$ cat config.mk
export PLATFORM = sky130hd
export DESIGN_NAME = pg_oneshot
export DESIGN_NICKNAME = d
export VERILOG_FILES = /design/src/rtl/pg_pkg.sv /design/src/rtl/pg_trig_edge.sv /design/src/rtl/pg_addr_path.sv /design/src/rtl/pg_width_calc.sv /design/src/rtl/pg_timer.sv /design/src/rtl/pg_oneshot.sv
export SDC_FILE = /design/constraint.sdc
export NUM_CORES = 1
export LEC_CHECK = 0
export ABC_AREA = 1
export BUFFER_PORTS_ARGS = -buffer_cell sky130_fd_sc_hd__buf_2
export CAP_MARGIN = 0
export CORE_ASPECT_RATIO = 0.75
export CORE_MARGIN = 4
export CORE_UTILIZATION = 59
export CTS_BUF_LIST = sky130_fd_sc_hd__clkbuf_4 sky130_fd_sc_hd__clkbuf_8 sky130_fd_sc_hd__clkbuf_16
export CTS_CLUSTER_SIZE = 10
export DETAILED_ROUTE_END_ITERATION = 10
export PLACE_DENSITY = 0.79
export REMOVE_ABC_BUFFERS = 1
export SLEW_MARGIN = 10
export SYNTH_ARGS = -nofsm -noshare
export SYNTH_HDL_FRONTEND = slang
export SYNTH_SLANG_ARGS = --single-unit
export TNS_END_PERCENT = 1
$ cat constraint.sdc
create_clock -name clk -period 1.85 [get_ports clk]
set_input_delay 0.0925 -clock clk [delete_from_list [all_inputs] [get_ports clk]]
set_output_delay 0.0925 -clock clk [all_outputs]
set_load 0.005 [all_outputs]
$ cat src/rtl/pg_pkg.sv
package pg_pkg;

    typedef enum logic [1:0] {
        PG_IDLE    = 2'd0,
        PG_ACTIVE  = 2'd1,
        PG_RECOVER = 2'd2
    } pg_state_e;

    typedef struct packed {
        logic fire;
        logic halt;
    } pg_ctrl_t;

    function automatic int unsigned pg_max_width(int unsigned aw, int unsigned inh,
                                                 int unsigned inc);
        return inh + ((32'd1 << aw) - 32'd1) * inc;
    endfunction

    function automatic bit pg_is_pow2(int unsigned v);
        return (v != 0) && ((v & (v - 1)) == 0);
    endfunction

    function automatic int unsigned pg_log2(int unsigned v);
        int unsigned r;
        r = 0;
        for (int i = 0; i < 32; i++) begin
            if (v > (32'd1 << i)) r = i + 1;
        end
        return r;
    endfunction

endpackage

$ cat src/rtl/pg_trig_edge.sv
module pg_trig_edge
    import pg_pkg::*;
(
    input  logic     clk,
    input  logic     rst,
    input  logic     trig_in,
    input  logic     halt_in,
    output pg_ctrl_t ctrl
);
    logic trig_q;

    // During reset the stored level tracks the input, so a trigger already
    // high when reset ends is not taken as an edge.
    always_ff @(posedge clk) begin
        trig_q <= trig_in;
    end

    always_comb begin
        ctrl.halt = halt_in;
        ctrl.fire = trig_in & ~trig_q & ~halt_in & ~rst;
    end
endmodule

$ cat src/rtl/pg_addr_path.sv
module pg_addr_path #(
    parameter int ADDR_W = 8
) (
    input  logic              clk,
    input  logic              rst,
    input  logic              addr_en,
    input  logic [ADDR_W-1:0] addr_in,
    output logic [ADDR_W-1:0] addr_sel
);
    logic [ADDR_W-1:0] held_q;

    always_ff @(posedge clk) begin
        if (rst) begin
            held_q <= '0;
        end else if (addr_en) begin
            held_q <= addr_in;
        end
    end

    assign addr_sel = addr_en ? addr_in : held_q;
endmodule

$ cat src/rtl/pg_width_calc.sv
module pg_width_calc
    import pg_pkg::*;
#(
    parameter int ADDR_W  = 8,
    parameter int INH_CYC = 3,
    parameter int INC_CYC = 2,
    parameter int CNT_W   = 10
) (
    input  logic [ADDR_W-1:0] addr,
    output logic [CNT_W-1:0]  width
);
    localparam bit INC_IS_P2 = pg_is_pow2(INC_CYC);
    localparam int INC_SH    = pg_log2(INC_CYC);

    logic [CNT_W-1:0] prod;

    generate
        if (INC_IS_P2) begin : g_shift
            assign prod = CNT_W'(addr) << INC_SH;
        end else begin : g_mult
            assign prod = CNT_W'(addr) * CNT_W'(INC_CYC);
        end
    endgenerate

    assign width = prod + CNT_W'(INH_CYC);
endmodule

$ cat src/rtl/pg_timer.sv
module pg_timer
    import pg_pkg::*;
#(
    parameter int CNT_W     = 10,
    parameter int RECOV_CYC = 2
) (
    input  logic             clk,
    input  logic             rst,
    input  pg_ctrl_t         ctrl,
    input  logic [CNT_W-1:0] width,
    output logic             pulse
);
    localparam int RC_W = $clog2(RECOV_CYC + 1);
    localparam logic [RC_W-1:0] RC_FULL = RC_W'(RECOV_CYC);
    localparam logic [RC_W-1:0] RC_END  = RC_W'(RECOV_CYC - 1);

    pg_state_e        st_q;
    logic [CNT_W-1:0] cnt_q;
    logic [RC_W-1:0]  rc_q;

    always_ff @(posedge clk) begin
        if (rst) begin
            st_q  <= PG_IDLE;
            cnt_q <= '0;
            rc_q  <= '0;
        end else if (ctrl.halt) begin
            st_q  <= PG_RECOVER;
            cnt_q <= '0;
            rc_q  <= RC_FULL;
        end else begin
            case (st_q)
                PG_IDLE: begin
                    if (ctrl.fire) begin
                        st_q  <= PG_ACTIVE;
                        cnt_q <= width - CNT_W'(1);
                    end
                end
                PG_ACTIVE: begin
                    if (cnt_q == '0) begin
                        st_q <= PG_RECOVER;
                        rc_q <= RC_END;
                    end else begin
                        cnt_q <= cnt_q - CNT_W'(1);
                    end
                end
                PG_RECOVER: begin
                    if (rc_q == '0) begin
                        if (ctrl.fire) begin
                            st_q  <= PG_ACTIVE;
                            cnt_q <= width - CNT_W'(1);
                        end else begin
                            st_q <= PG_IDLE;
                        end
                    end else begin
                        rc_q <= rc_q - RC_W'(1);
                    end
                end
                default: st_q <= PG_IDLE;
            endcase
        end
    end

    assign pulse = (st_q == PG_ACTIVE);
endmodule

$ cat src/rtl/pg_oneshot.sv
module pg_oneshot
    import pg_pkg::*;
#(
    parameter int ADDR_W    = 8,
    parameter int INH_CYC   = 3,
    parameter int INC_CYC   = 2,
    parameter int RECOV_CYC = 2
) (
    input  logic              clk,
    input  logic              rst,
    input  logic              trig_in,
    input  logic              halt_in,
    input  logic              addr_en,
    input  logic [ADDR_W-1:0] addr_in,
    output logic              pulse_o,
    output logic              pulse_n_o
);
    localparam int CNT_W = $clog2(pg_max_width(ADDR_W, INH_CYC, INC_CYC) + 1);

    pg_ctrl_t          ctrl;
    logic [ADDR_W-1:0] addr_sel;
    logic [CNT_W-1:0]  width;
    logic              pulse;

    pg_trig_edge u_edge (
        .clk     (clk),
        .rst     (rst),
        .trig_in (trig_in),
        .halt_in (halt_in),
        .ctrl    (ctrl)
    );

    pg_addr_path #(.ADDR_W(ADDR_W)) u_addr (
        .clk      (clk),
        .rst      (rst),
        .addr_en  (addr_en),
        .addr_in  (addr_in),
        .addr_sel (addr_sel)
    );

    pg_width_calc #(
        .ADDR_W  (ADDR_W),
        .INH_CYC (INH_CYC),
        .INC_CYC (INC_CYC),
        .CNT_W   (CNT_W)
    ) u_width (
        .addr  (addr_sel),
        .width (width)
    );

    pg_timer #(.CNT_W(CNT_W), .RECOV_CYC(RECOV_CYC)) u_timer (
        .clk   (clk),
        .rst   (rst),
        .ctrl  (ctrl),
        .width (width),
        .pulse (pulse)
    );

    assign pulse_o   = pulse;
    assign pulse_n_o = ~pulse;
endmodule

==> impl_metrics.yaml <==
outcome:
  status: "completed"
synthesis:
  ys_types: 27
  synth_area_per_cell_sq_um: 5.999
  postSynthCellCount: 268
  ys.flop_type: "dfxtp_1"
  ys_ff_latch: 23
  netlist_top_cells_count: "nand2_1, nor2_1, inv_1, dfxtp_1, nand3_1"
  synthTopCellsByArea: "dfxtp_1, nand2_1, nor2_1"
  synth_most_common_cell: "nand2_1"
  yosysSeqAreaShare: 0.2864
  syn-cell-area_sq_mm: 0.001608
  synth_top_area_cell: "dfxtp_1"
  synth_top_area_share: 0.2864
  async_flop_share: 0
  synth-edff-count: 0
  ys.warnings.count: 0
critical_path:
  reg2regPathDepth: 8
  ff2ff_setup_slack_ps: 170
  path_max_fanout: 20
  arrival_ps: 1910
  worstSetupPathType: "flop to flop"
  reg2reg_to: "u_timer.cnt_q[8]"
  cp-start-kind: "flop"
  cp-end-kind: "flop"
  crit_required_ps: 2070
  rr_startpoint: "u_timer.st_q[0]"
  crit_start: "u_timer.st_q[0]"
placement:
  dp_cells: 314
  port_buffers: 14
  hpwlAfterDp_mm: 2.548
  place_congestion: 0.8220
cts:
  clockRootBuffer: "clkbuf_4"
  worstSkewPairLatency_ps: 310
  clk_pin_slew_worst_paths_ps: 130
  post_cts_buffers: 0
  h-tree-depth: 1
  clock_path_buffers: 2
  cts.sinks: 23
  cts_tree: "yes"
  cts_buffers: 3
global_route:
  grt_pass1_wl_mm: 6.134
  overflow: 0
  grt_util_met2: 0.3328
  antenna_found_initial: 0
  grt_usage: 0.2213
  grt_start_max_net_pins: 21
  grt_pass1_vias: 1427
  grtUsageMet3: 0.05096
  grtUsageMet1: 0.3159
  grt.busiest_layer: "met2"
floorplan:
  start_util: 0.6178
  fp.dieH_um: 53.21
  ioPinCount: 15
  core_area_sq_mm: 0.002603
  die_w_um: 68.28
  rows: 16
  dieArea_sq_mm: 0.003633
timing:
  max_clock_freq_mhz: 594.7
  hold_viol: 0
  worst_slew_pin_slew_ps: 274.3
  post-route-min-period_ps: 1682
  max-slew-margin-rel: 0.8172
  skew_ps: 6.599
  grt_setup_unrepaired: "false"
  tns_ps: 0
  setup_viol: 0
  slew_viol_final: 0
  finalCritPeriodShare: 0.9089
  holdWs_ps: 38.78
power_and_ir_drop:
  p_per_area_mw_per_mm2: 650.4
  leakagePower_nw: 0.9155
  peakVddDrop_mv: 0.4131
routing:
  wl_per_cell_um: 10.55
  routed-via-count: 1606
  drtIter0Drc: 144
  route.antenna.remaining_nets: 0
  dr.pass1.iters: 4
  vias_per_cell: 5.034
  wl_mm: 3.364
  drcViolationCount: 0
final_layout:
  fin_cells: 319
  drive_above_1_share: 0.1449
  utilization: 0.6702
  area.growth.synth_to_final_pct: 8.482
  antenna_cells: 0
  nNetsFinal: 304
worst_hold_path:
  min_to: "u_addr.held_q[1]"
  min_path_cells: 3
  hold_class: "input pin to flop"
  hp-start: "addr_in[1]"
job:
  cap_violations: 0
==> critical path: stages (launching register included) <==
cell,delay (ps)
dfxtp_1,410
inv_1,80
ha_1,240
inv_1,140
nor2_1,80
a21oi_2,160
nand3_4,220
nor2_1,200
a21oi_2,60
==> timing repair <==
action,4_1_cts,5_1_grt
hold buffers,1,0
endpoints found under the setup margin,0,10
resized for setup,0,2
hold endpoints to repair,1,0
==> cells by family after synthesis <==
group	synth area share
AO/OA/AOI/OAI	0.08017
AND/OR/NAND/NOR	0.4669
XOR/XNOR	0.005448
adder cells (fa/ha/maj)	0.05447
buffers and inverters	0.1066
flip-flops	0.2864
==> per-stage QoR <==
step | cell area (sq um) | total power [mW] | setup slack (ps)
CTS | 1734 | 1.136 | 49.52
finish | 1744 | 1.134 | 168.5
global route | 1744 | 1.225 | 16.81
floorplan | 1549 | 0.7949 | 48.04
detailed placement | 1694 | 0.8809 | 82.59
global placement | 1694 | 0.8773 | 117.2
==> cell type report <==
class	instances	area, sq um
multi-input combinational	207	985.9
fill	241	858.3
sequential	23	460.4
inverter	30	112.6
timing repair buffer	19	110.1
tap	36	45.04
clock buffer	4	30.03
==> registers in the layout, indices dropped and copies added, names as in the netlist <==
name           flops
u_timer.rc_q       2
u_timer.cnt_q     10
u_timer.st_q       2
u_edge.trig_q      1
u_addr.held_q      8
==> layout by cell type, fill, tap and decap left out, types with 2 or more instances in the layout <==
cell / instances
inv_1: 27
ha_1: 6
nand4_1: 5
buf_2: 14
nand2_1: 92
nor2_2: 2
dfxtp_1: 23
nand2_2: 6
a21oi_2: 3
nand3_1: 21
nor2_1: 45
o21ai_0: 7
clkbuf_4: 4
a21oi_1: 8
inv_2: 3
buf_4: 4
==> report_power, final <==
part	switching, mW	internal [mW]
registers	0.0159	0.524
clock network	0.158	0.0989
logic	0.213	0.125
==> per-layer routing <==
metal  up-vias  part of all wire
li1        866                 -
met1       702              0.52
met2        34              0.42
met3         4             0.050
met4         0             0.011
met5         -                 0
==> how the worst max path moves through the flow <==
stage | end | slack, ps | cells past startpoint
floorplan | u_timer.cnt_q[6] | 50 | 7
global placement | u_timer.cnt_q[6] | 120 | 8
CTS | u_timer.cnt_q[8] | 50 | 8
global route | u_timer.cnt_q[4] | 20 | 8
detailed placement | u_timer.cnt_q[8] | 80 | 8
finish | u_timer.cnt_q[8] | 170 | 8
(Power assumes the default switching activity.)
